==> config.mk <==
export PLATFORM = sky130hd
export DESIGN_NAME = remap_evict_unit
export DESIGN_NICKNAME = d
export VERILOG_FILES = /design/src/rtl/remap_evict_unit.sv
export SDC_FILE = /design/constraint.sdc
export NUM_CORES = 2
export LEC_CHECK = 0
export BUFFER_PORTS_ARGS = -buffer_cell sky130_fd_sc_hd__buf_2
export CAP_MARGIN = 20
export CORE_ASPECT_RATIO = 0.75
export CORE_MARGIN = 2
export CORE_UTILIZATION = 35
export DETAILED_ROUTE_END_ITERATION = 8
export HOLD_SLACK_MARGIN = 0.12
export PLACE_DENSITY = 0.47
export SLEW_MARGIN = 30
export SYNTH_ARGS = -nofsm -noshare
export SYNTH_HDL_FRONTEND = slang
export SYNTH_SLANG_ARGS = --single-unit
==> constraint.sdc <==
create_clock -name clk -period 9.4 [get_ports clk]
set_clock_uncertainty 0.1 [all_clocks]
set_input_delay 1.88 -clock clk [delete_from_list [all_inputs] [get_ports clk]]
set_output_delay 1.88 -clock clk [all_outputs]
set_load 0.01 [all_outputs]
==> src/rtl/remap_evict_unit.sv <==
module remap_evict_unit #(
  parameter int HOME_W    = 24,
  parameter int OOP_W     = 16,
  parameter int DATA_W    = 32,
  parameter int IDX_W     = 3,
  parameter int WAYS      = 2,
  parameter int EVB_DEPTH = 4
) (
  input  logic              clk,
  input  logic              rst_n,
  input  logic              ins_valid,
  input  logic [HOME_W-1:0] ins_home,
  input  logic [OOP_W-1:0]  ins_oop,
  output logic              table_full,
  input  logic              lk_valid,
  input  logic [HOME_W-1:0] lk_home,
  output logic              res_valid,
  output logic [1:0]        res_src,
  output logic [HOME_W-1:0] res_addr,
  output logic [DATA_W-1:0] res_data,
  input  logic              gc_valid,
  input  logic [HOME_W-1:0] gc_home,
  input  logic              evb_fill_valid,
  input  logic [HOME_W-1:0] evb_fill_home,
  input  logic [DATA_W-1:0] evb_fill_data,
  input  logic              evb_ack,
  output logic              evb_full
);
  localparam int SETS = 1 << IDX_W;
  localparam int WP_W = (WAYS > 1) ? $clog2(WAYS) : 1;
  localparam int EP_W = $clog2(EVB_DEPTH);
  localparam int EC_W = $clog2(EVB_DEPTH + 1);
  localparam logic [1:0] SRC_HOME  = 2'd0;
  localparam logic [1:0] SRC_REMAP = 2'd1;
  localparam logic [1:0] SRC_EVB   = 2'd2;

  function automatic logic [IDX_W-1:0] set_of(input logic [HOME_W-1:0] a);
    return a[IDX_W-1:0] ^ a[2*IDX_W-1:IDX_W];
  endfunction

  logic [WAYS-1:0]   vld [SETS];
  logic [HOME_W-1:0] tag [SETS][WAYS];
  logic [OOP_W-1:0]  oop [SETS][WAYS];

  logic [IDX_W-1:0] ins_set, lk_set, gc_set;
  assign ins_set = set_of(ins_home);
  assign lk_set  = set_of(lk_home);
  assign gc_set  = set_of(gc_home);

  logic [WAYS-1:0] ins_hit, lk_hit, gc_hit;
  logic [OOP_W-1:0] lk_oop;
  logic [WP_W-1:0] ins_way;
  logic ins_ok;

  always_comb begin
    lk_oop  = '0;
    ins_ok  = 1'b0;
    ins_way = '0;
    for (int w = 0; w < WAYS; w++) begin
      ins_hit[w] = vld[ins_set][w] && (tag[ins_set][w] == ins_home);
      lk_hit[w]  = vld[lk_set][w]  && (tag[lk_set][w]  == lk_home);
      gc_hit[w]  = vld[gc_set][w]  && (tag[gc_set][w]  == gc_home);
      if (lk_hit[w]) lk_oop = lk_oop | oop[lk_set][w];
    end
    for (int w = WAYS - 1; w >= 0; w--)
      if (!vld[ins_set][w]) begin ins_ok = 1'b1; ins_way = WP_W'(w); end
    for (int w = 0; w < WAYS; w++)
      if (ins_hit[w]) begin ins_ok = 1'b1; ins_way = WP_W'(w); end
  end

  always_ff @(posedge clk) begin
    if (!rst_n) begin
      for (int s = 0; s < SETS; s++) vld[s] <= '0;
    end else begin
      if (lk_valid)
        for (int w = 0; w < WAYS; w++) if (lk_hit[w]) vld[lk_set][w] <= 1'b0;
      if (gc_valid)
        for (int w = 0; w < WAYS; w++) if (gc_hit[w]) vld[gc_set][w] <= 1'b0;
      if (ins_valid && ins_ok) vld[ins_set][ins_way] <= 1'b1;
    end
  end

  always_ff @(posedge clk) begin
    if (ins_valid && ins_ok) begin
      tag[ins_set][ins_way] <= ins_home;
      oop[ins_set][ins_way] <= ins_oop;
    end
  end

  always_ff @(posedge clk) begin
    if (!rst_n) table_full <= 1'b0;
    else        table_full <= ins_valid && !ins_ok;
  end

  logic [HOME_W-1:0] evh [EVB_DEPTH];
  logic [DATA_W-1:0] evd [EVB_DEPTH];
  logic [EP_W-1:0] rp, wp;
  logic [EC_W-1:0] cnt;
  logic push, pop, evb_hit;
  logic [DATA_W-1:0] evb_dat;

  assign evb_full = (cnt == EC_W'(EVB_DEPTH));
  assign push = evb_fill_valid && !evb_full;
  assign pop  = evb_ack && (cnt != '0);

  always_ff @(posedge clk) begin
    if (!rst_n) begin
      rp <= '0; wp <= '0; cnt <= '0;
    end else begin
      if (push) wp <= wp + 1'b1;
      if (pop)  rp <= rp + 1'b1;
      cnt <= cnt + EC_W'(push) - EC_W'(pop);
    end
  end

  always_ff @(posedge clk) begin
    if (push) begin
      evh[wp] <= evb_fill_home;
      evd[wp] <= evb_fill_data;
    end
  end

  always_comb begin
    evb_hit = 1'b0;
    evb_dat = '0;
    for (int k = 0; k < EVB_DEPTH; k++)
      if ((EC_W'(k) < cnt) && (evh[rp + EP_W'(k)] == lk_home)) begin
        evb_hit = 1'b1;
        evb_dat = evd[rp + EP_W'(k)];
      end
  end

  always_ff @(posedge clk) begin
    if (!rst_n) begin
      res_valid <= 1'b0;
      res_src   <= SRC_HOME;
      res_addr  <= '0;
      res_data  <= '0;
    end else begin
      res_valid <= lk_valid;
      if (lk_valid) begin
        if (|lk_hit) begin
          res_src <= SRC_REMAP; res_addr <= HOME_W'(lk_oop); res_data <= '0;
        end else if (evb_hit) begin
          res_src <= SRC_EVB;   res_addr <= lk_home;         res_data <= evb_dat;
        end else begin
          res_src <= SRC_HOME;  res_addr <= lk_home;         res_data <= '0;
        end
      end
    end
  end

  assert_single_match_R5: assert property (@(posedge clk) disable iff (!rst_n)
    $onehot0(lk_hit));
  assert_result_follows_R2: assert property (@(posedge clk) disable iff (!rst_n)
    lk_valid |=> res_valid);
  assert_no_spurious_R2: assert property (@(posedge clk) disable iff (!rst_n)
    !lk_valid |=> !res_valid);
  assert_src_legal_R2: assert property (@(posedge clk) disable iff (!rst_n)
    res_valid |-> (res_src != 2'b11));
  assert_remap_first_R9: assert property (@(posedge clk) disable iff (!rst_n)
    (lk_valid && (|lk_hit)) |=> (res_src == SRC_REMAP));
  assert_full_needs_insert_R6: assert property (@(posedge clk) disable iff (!rst_n)
    table_full |-> $past(ins_valid));
  assert_evb_bound_R11: assert property (@(posedge clk) disable iff (!rst_n)
    cnt <= EC_W'(EVB_DEPTH));
  assert_evb_holds_full_R11: assert property (@(posedge clk) disable iff (!rst_n)
    (evb_full && !evb_ack) |=> evb_full);
endmodule

Word-level counts from Yosys, hierarchy flattened
Memories as Yosys holds them, arrays and structs flattened. A register that Yosys moved wholly into a read port is not among the register bits.
Index checks and enable logic that the tools add are counted.
{ "word_totals": {"regBits": 67, "n_memories": 5, "word_cells": 131, "ram_bits": 880, "output_inout_bits": 61, "input_bits": 151} }
{ "mem_list": {"columns": ["memory", "depth", "width", "rd", "rd_ports_with_merged_regs", "wr", "line", "rtl"], "rows": [
  ["tag", 8, 48, 3, 0, 1, "42", "logic [HOME_W-1:0] tag [SETS][WAYS];"],
  ["oop", 8, 32, 1, 0, 1, "43", "logic [OOP_W-1:0] oop [SETS][WAYS];"],
  ["evd", 4, 32, 4, 1, 1, "96", "logic [DATA_W-1:0] evd [EVB_DEPTH];"],
  ["evh", 4, 24, 4, 1, 1, "95", "logic [HOME_W-1:0] evh [EVB_DEPTH];"],
  ["vld", 8, 2, 3, 0, 8, "41", "logic [WAYS-1:0] vld [SETS];"]
]} }
{ "classes": {"bitwise": 5, "n_eq_ne": 11, "n_reduce_logical": 23, "order_cmp": 8, "n_addsub": 6, "mux": 65} }
{ "ops": {"columns": ["operator", "count"], "rows": [
  ["equality test 24 bit", 10],
  ["two-way mux 32 bit", 7],
  ["two-way mux 16 bit", 3],
  ["two-way mux 24 bit", 2],
  ["two-way mux 48 bit", 1],
  ["two-way mux 1 bit", 33],
  ["two-way mux 2 bit", 13],
  ["demux 24 bit (select 1 bit)", 1],
  ["demux 16 bit (select 1 bit)", 1],
  ["logical AND 1 bit", 16],
  ["OR 16 bit", 1],
  ["two-way mux 3 bit", 3],
  ["XOR 3 bit", 3],
  ["OR reduction 2 bit", 4],
  ["less-than comparator 1 x 3 -> 1 bit (first input constant)", 2],
  ["less-than comparator 2 x 3 -> 1 bit (first input constant)", 2],
  ["adder 2 x 1 -> 2 bit (second input constant)", 2],
  ["adder 2 bit (second input constant)", 2],
  ["adder 3 x 1 -> 3 bit", 1],
  ["equality test 3 bit (second input constant)", 1],
  ["nonzero test 3 bit", 1],
  ["subtractor 3 x 1 -> 3 bit", 1],
  ["greater-or-equal comparator 2 bit (second input constant)", 1],
  ["logical NOT 1 bit", 2],
  ["other kinds (5)", 5]
]} }

Longest topological paths before layout
An unclocked memory read counts as a cell.
{ "depth": {"word_depth": 13, "depth_mapped": 16, "ltp_nobuf": 11} }

Least setup slack after synthesis
No wires, ideal clock.
{ "synth_path": {"path_kind": "input -> register", "start": "input port ins_home[0]", "end": "memory oop[0][16] in the netlist's numbering (enable)", "required_ns": 8.862, "t_arrival_ns": 6.234, "path_buffers": 2, "path_stages": 12, "setup_slack_ns": 2.628, "setup_ns": 0.438, "path_cell_list": "buf_2 -> xor2_2 -> buf_6 -> mux4_2 -> mux2i_1 -> xnor2_1 -> a2111oi_0 -> o2111ai_1 -> nor4_1 -> or2_2 -> nand3_1 -> nor2_1"} }
{ "synth_between": {"elab_chain_len": 12, "elab_cells_between_ends": 23, "cone_classes": "order compare: 2; eq/ne: 2; mux: 11; bitwise: 2; reduce/logical: 4; memory: 2"} }
{ "synth_rtl": {"columns": ["element", "line", "rtl"], "rows": [
  ["from (decl)", "12", "input logic [HOME_W-1:0] ins_home,"],
  ["XOR 3 bit", "38", "return a[IDX_W-1:0] ^ a[2*IDX_W-1:IDX_W];"],
  ["memory read (8 x 48 bit) or memory read (8 x 2 bit) (tied branches)", null, null],
  ["equality test 24 bit or two-way mux 1 bit (tied branches)", "60, 66", null],
  ["logical AND 1 bit or two-way mux 1 bit (tied branches)", "60, 66", null],
  ["two-way mux 1 bit (2 in a row)", "68", "if (ins_hit[w]) begin ins_ok = 1'b1; ins_way = WP_W'(w); end"],
  ["NOT 1 -> 2 bit (not written as such)", "86", "oop[ins_set][ins_way] <= ins_oop;"],
  ["greater-or-equal comparator 2 bit (not written as such) or less-than comparator 2 x 1 -> 1 bit (tied branches)", "86", null],
  ["logical AND 1 bit (not written as such)", "86", null],
  ["two-way mux 16 bit (not written as such)", "86", null],
  ["demux 16 bit (select 1 bit)", "86", null],
  ["two-way mux 32 bit (not written as such)", "86", null],
  ["to (decl)", "43", null]
]} }
Parallel ways exist; a longest one is shown, timed or not.

Worst setup path in the final report
{ "layout_path": {"start": "input port ins_home[4]", "end": "memory oop[0][5] in the netlist's numbering (enable)"} }
The elaborated chain is that of the path after synthesis.

==> results.json <==
{
  "yosysWarnings": 0,
  "grt_first_pass_wirelength_um": 264800,
  "syn_area_per_cell_um2": 14.76,
  "cts_resized": 0,
  "fin_area_um2": 54400,
  "cpMostUsedCell": "buf_4",
  "cts_buffers": 100,
  "dr.pass1.iters": 9,
  "globalRouteOverflowTotal": 0,
  "io_buffers": 211,
  "cts.sinks": 949,
  "crit_slowest_cell": "and3_2",
  "antenna_found_initial": 29,
  "syn-cell-area_um2": 47180,
  "rsz0062_at_grt": "false",
  "core_area_um2": 133500,
  "final_hold_viol_count": 0,
  "rr_worst_depth": 12,
  "grt_pass1_vias": 33553,
  "wire_per_inst_um": 36.26,
  "die-area_um2": 137800,
  "hpwl_um": 122700,
  "synth.most_common_cell": "edfxtp_1",
  "r2r-start": "rp[0]$_SDFFE_PN0P_",
  "max_freq_mhz": 137.9,
  "synth_top_cell_area_share_pct": 54.99,
  "synthTopCellsByCount": "edfxtp_1, o22ai_1, mux4_2",
  "path_buf_inv": 4,
  "synthCells": 3196,
  "ctsHtreeMaxLevel": 3,
  "status": "finished clean",
  "min_period_ns": 7.249,
  "powerDensity_nw_per_um2": 221.1,
  "io_pins": 212,
  "vias_per_cell": 6.622,
  "tightest_slew_ns": 1.310,
  "synth_area_leaders": "edfxtp_1, mux4_2, o22ai_1, xnor2_1, dfxtp_1",
  "fin_util_pct": 40.74,
  "rows": 116,
  "nNetsFinal": 3555,
  "cts_tree": "built",
  "finalSetupViolations": 0,
  "start_kind": "input pin",
  "wirelength_um": 190500,
  "max_cap_violations": 0,
  "drc_errors": 0,
  "ir_worst_vdd_uv": 178.3,
  "synth-seq-area-share_pct": 58.60,
  "r2r_setup_slack_ns": 4.18,
  "cts-root-buf": "clkbuf_16",
  "globalplace.congestion": 0.9922,
  "min_from": "res_data[8]$_SDFFE_PN0P_",
  "synth_edf_count": 864,
  "period_share_pct": 77.12,
  "holdBufCountCts": 0,
  "cts_buffer_depth": 3,
  "syn_nets": 3356,
  "grt_max_degree": 72,
  "grt_util_all_layers_pct": 27.00,
  "hold_class": "reg2reg",
  "synth.ff_latch_count": 949,
  "tns_ns": 0,
  "synth_cell_types": 79,
  "drv_slew": 0,
  "yosysTopAreaCell": "edfxtp_1",
  "synthArstFlopShare_pct": 0,
  "placed_area_um2": 50820,
  "crit_chain": "buf_2, xor2_4, buf_4, nand3_2, buf_4, o22ai_1, nor4_1, xnor2_1, nand4b_1, nor4b_1, nand4b_1, o21ai_2, and3_2, buf_4",
  "critPathRequiredTime_ns": 9.75,
  "crit_family": "simple AND/OR/NAND/NOR gates",
  "die_w_um": 428.0,
  "cpPeakStageDelay_ns": 0.85,
  "cp_max_fo": 23,
  "p_leak_nw": 16.81,
  "initial_core_util_pct": 35.33,
  "post-cts-setup-buffer-count": 0,
  "p_total_mw": 12.03,
  "relSlewSlack_pct": 11.83,
  "crit_path_end_kind": "register",
  "ys.flop_type": "edfxtp_1",
  "critical_path_arrival_ns": 7.60,
  "ant_nets": 0,
  "whs_endpoint": "res_data[8]$_SDFFE_PN0P_",
  "r2r_end": "res_data[17]$_SDFFE_PN0P_",
  "layout-drive-gt1-share_pct": 27.38,
  "via_count": 34792,
  "drt_iter0_drc": 5582,
  "whs_ns": 0.3440,
  "syn_to_final_growth_pct": 15.30,
  "clock_latency_ns": 0.78,
  "fp.dieH_um": 322.0,
  "clk_pin_slew_ns": 0.06,
  "holdPathStages": 2,
  "crit_type": "in2reg"
}
-- sequential cells by signal (all words and copies together), names as in the netlist, named ones only --
name / flops
cnt: 3
res_valid: 1
wp: 2
res_data: 32
tag: 384
oop: 256
vld: 16
evd: 128
evh: 96
res_src: 2
rp: 2
table_full: 1
res_addr: 24
-- worst reg2reg max path: stages, from the launching register on --
cell and delay [ns]:
dfxtp_4 0.60, buf_16 0.31, buf_4 0.70, mux4_2 0.62
xnor2_1 0.15, nand4_1 0.15, nor4_1 0.30, nor4b_2 0.23
buf_4 0.50, nand2b_2 0.89, nand2b_1 0.25, a31o_2 0.17
o21ai_0 0.07
-- cell type report --
type,instances,area (um^2)
clock inverter,56,729.5
antenna,7,17.52
tap,1770,2215
fill,12178,79130
inverter,19,71.32
multi-input combinational,1965,18620
clock buffer,128,2708
timing repair buffer,360,2379
sequential,949,27660
-- report_power, final --
part	internal (mW)	total, mW	switching, mW
clock network	2.36	4.17	1.81
logic	1.20	2.83	1.63
registers	4.83	5.02	0.191
-- cells by family (layout without fill, tap and decap cells) --
kind of cell | after synthesis | in the layout | share of synthesized area (%)
DFF | 949 | 949 | 58.60
xor gates and xnor gates | 249 | 249 | 4.726
muxes | 360 | 360 | 15.83
adders and majority gates | 9 | 9 | 0.2546
buffers and inverters | 282 | 563 | 2.721
AOI/OAI and AO/OA | 756 | 756 | 10.90
other | 0 | 7 | 0
and+or+nand+nor | 591 | 591 | 6.961
-- routing by layer --
layer  global-route usage, %  routed length [um]  vias to the layer above
li1                        -                   -                    13809
met1                   37.57               77540                    18006
met2                   40.98               84500                     2452
met3                   7.178               21610                      499
met4                   8.999                6735                       26
met5                       0                 158                        -
-- worst max-delay path by stage --
stage	startpoint	endpoint	slack, ns	depth (start not counted)
floorplan	ins_home[0]	oop[0][16]$_DFFE_PP_	2.63	12
global placement	ins_home[2]	tag[2][30]$_DFFE_PP_	1.34	14
detailed placement	ins_home[4]	oop[6][7]$_DFFE_PP_	1.57	14
CTS	ins_home[4]	tag[6][20]$_DFFE_PP_	2.32	14
global route	ins_home[0]	oop[0][3]$_DFFE_PP_	2.14	14
finish	ins_home[4]	oop[0][5]$_DFFE_PP_	2.15	14
-- metrics by stage --
stage,std cells,setup WS [ns]
global route,5252,2.138
finish,5254,2.151
global placement,5057,1.339
detailed placement,5059,1.571
floorplan,3196,2.628
CTS,5243,2.318
-- placed cells by master, fill, tap and decap left out, types with 12 or more instances in the layout --
master / synthesis / routed
xnor2_1: 196 / 190
a22oi_1: 43 / 43
nand2b_1: 36 / 35
mux4_2: 307 / 307
nand2_1: 148 / 148
buf_4: 15 / 133
inv_1: 18 / 18
nand4_1: 48 / 48
edfxtp_1: 864 / 864
o21ai_0: 55 / 55
nor3_1: 60 / 52
a31oi_1: 28 / 28
a21oi_1: 13 / 13
a31o_2: 33 / 33
nand4b_1: 12 / 12
dfxtp_1: 85 / 81
mux2i_1: 44 / 44
a221oi_1: 12 / 12
clkbuf_16: 0 / 100
nand3_1: 46 / 37
nand3_2: 7 / 16
a22o_1: 19 / 19
buf_2: 45 / 211
nor4_1: 97 / 92
clkinv_2: 0 / 22
o22ai_1: 426 / 426
or4_1: 45 / 45
clkbuf_1: 152 / 18
xor2_1: 48 / 45
nor2_1: 46 / 37
o22a_1: 18 / 18
o221ai_1: 28 / 28
(Power assumes the default switching activity.)
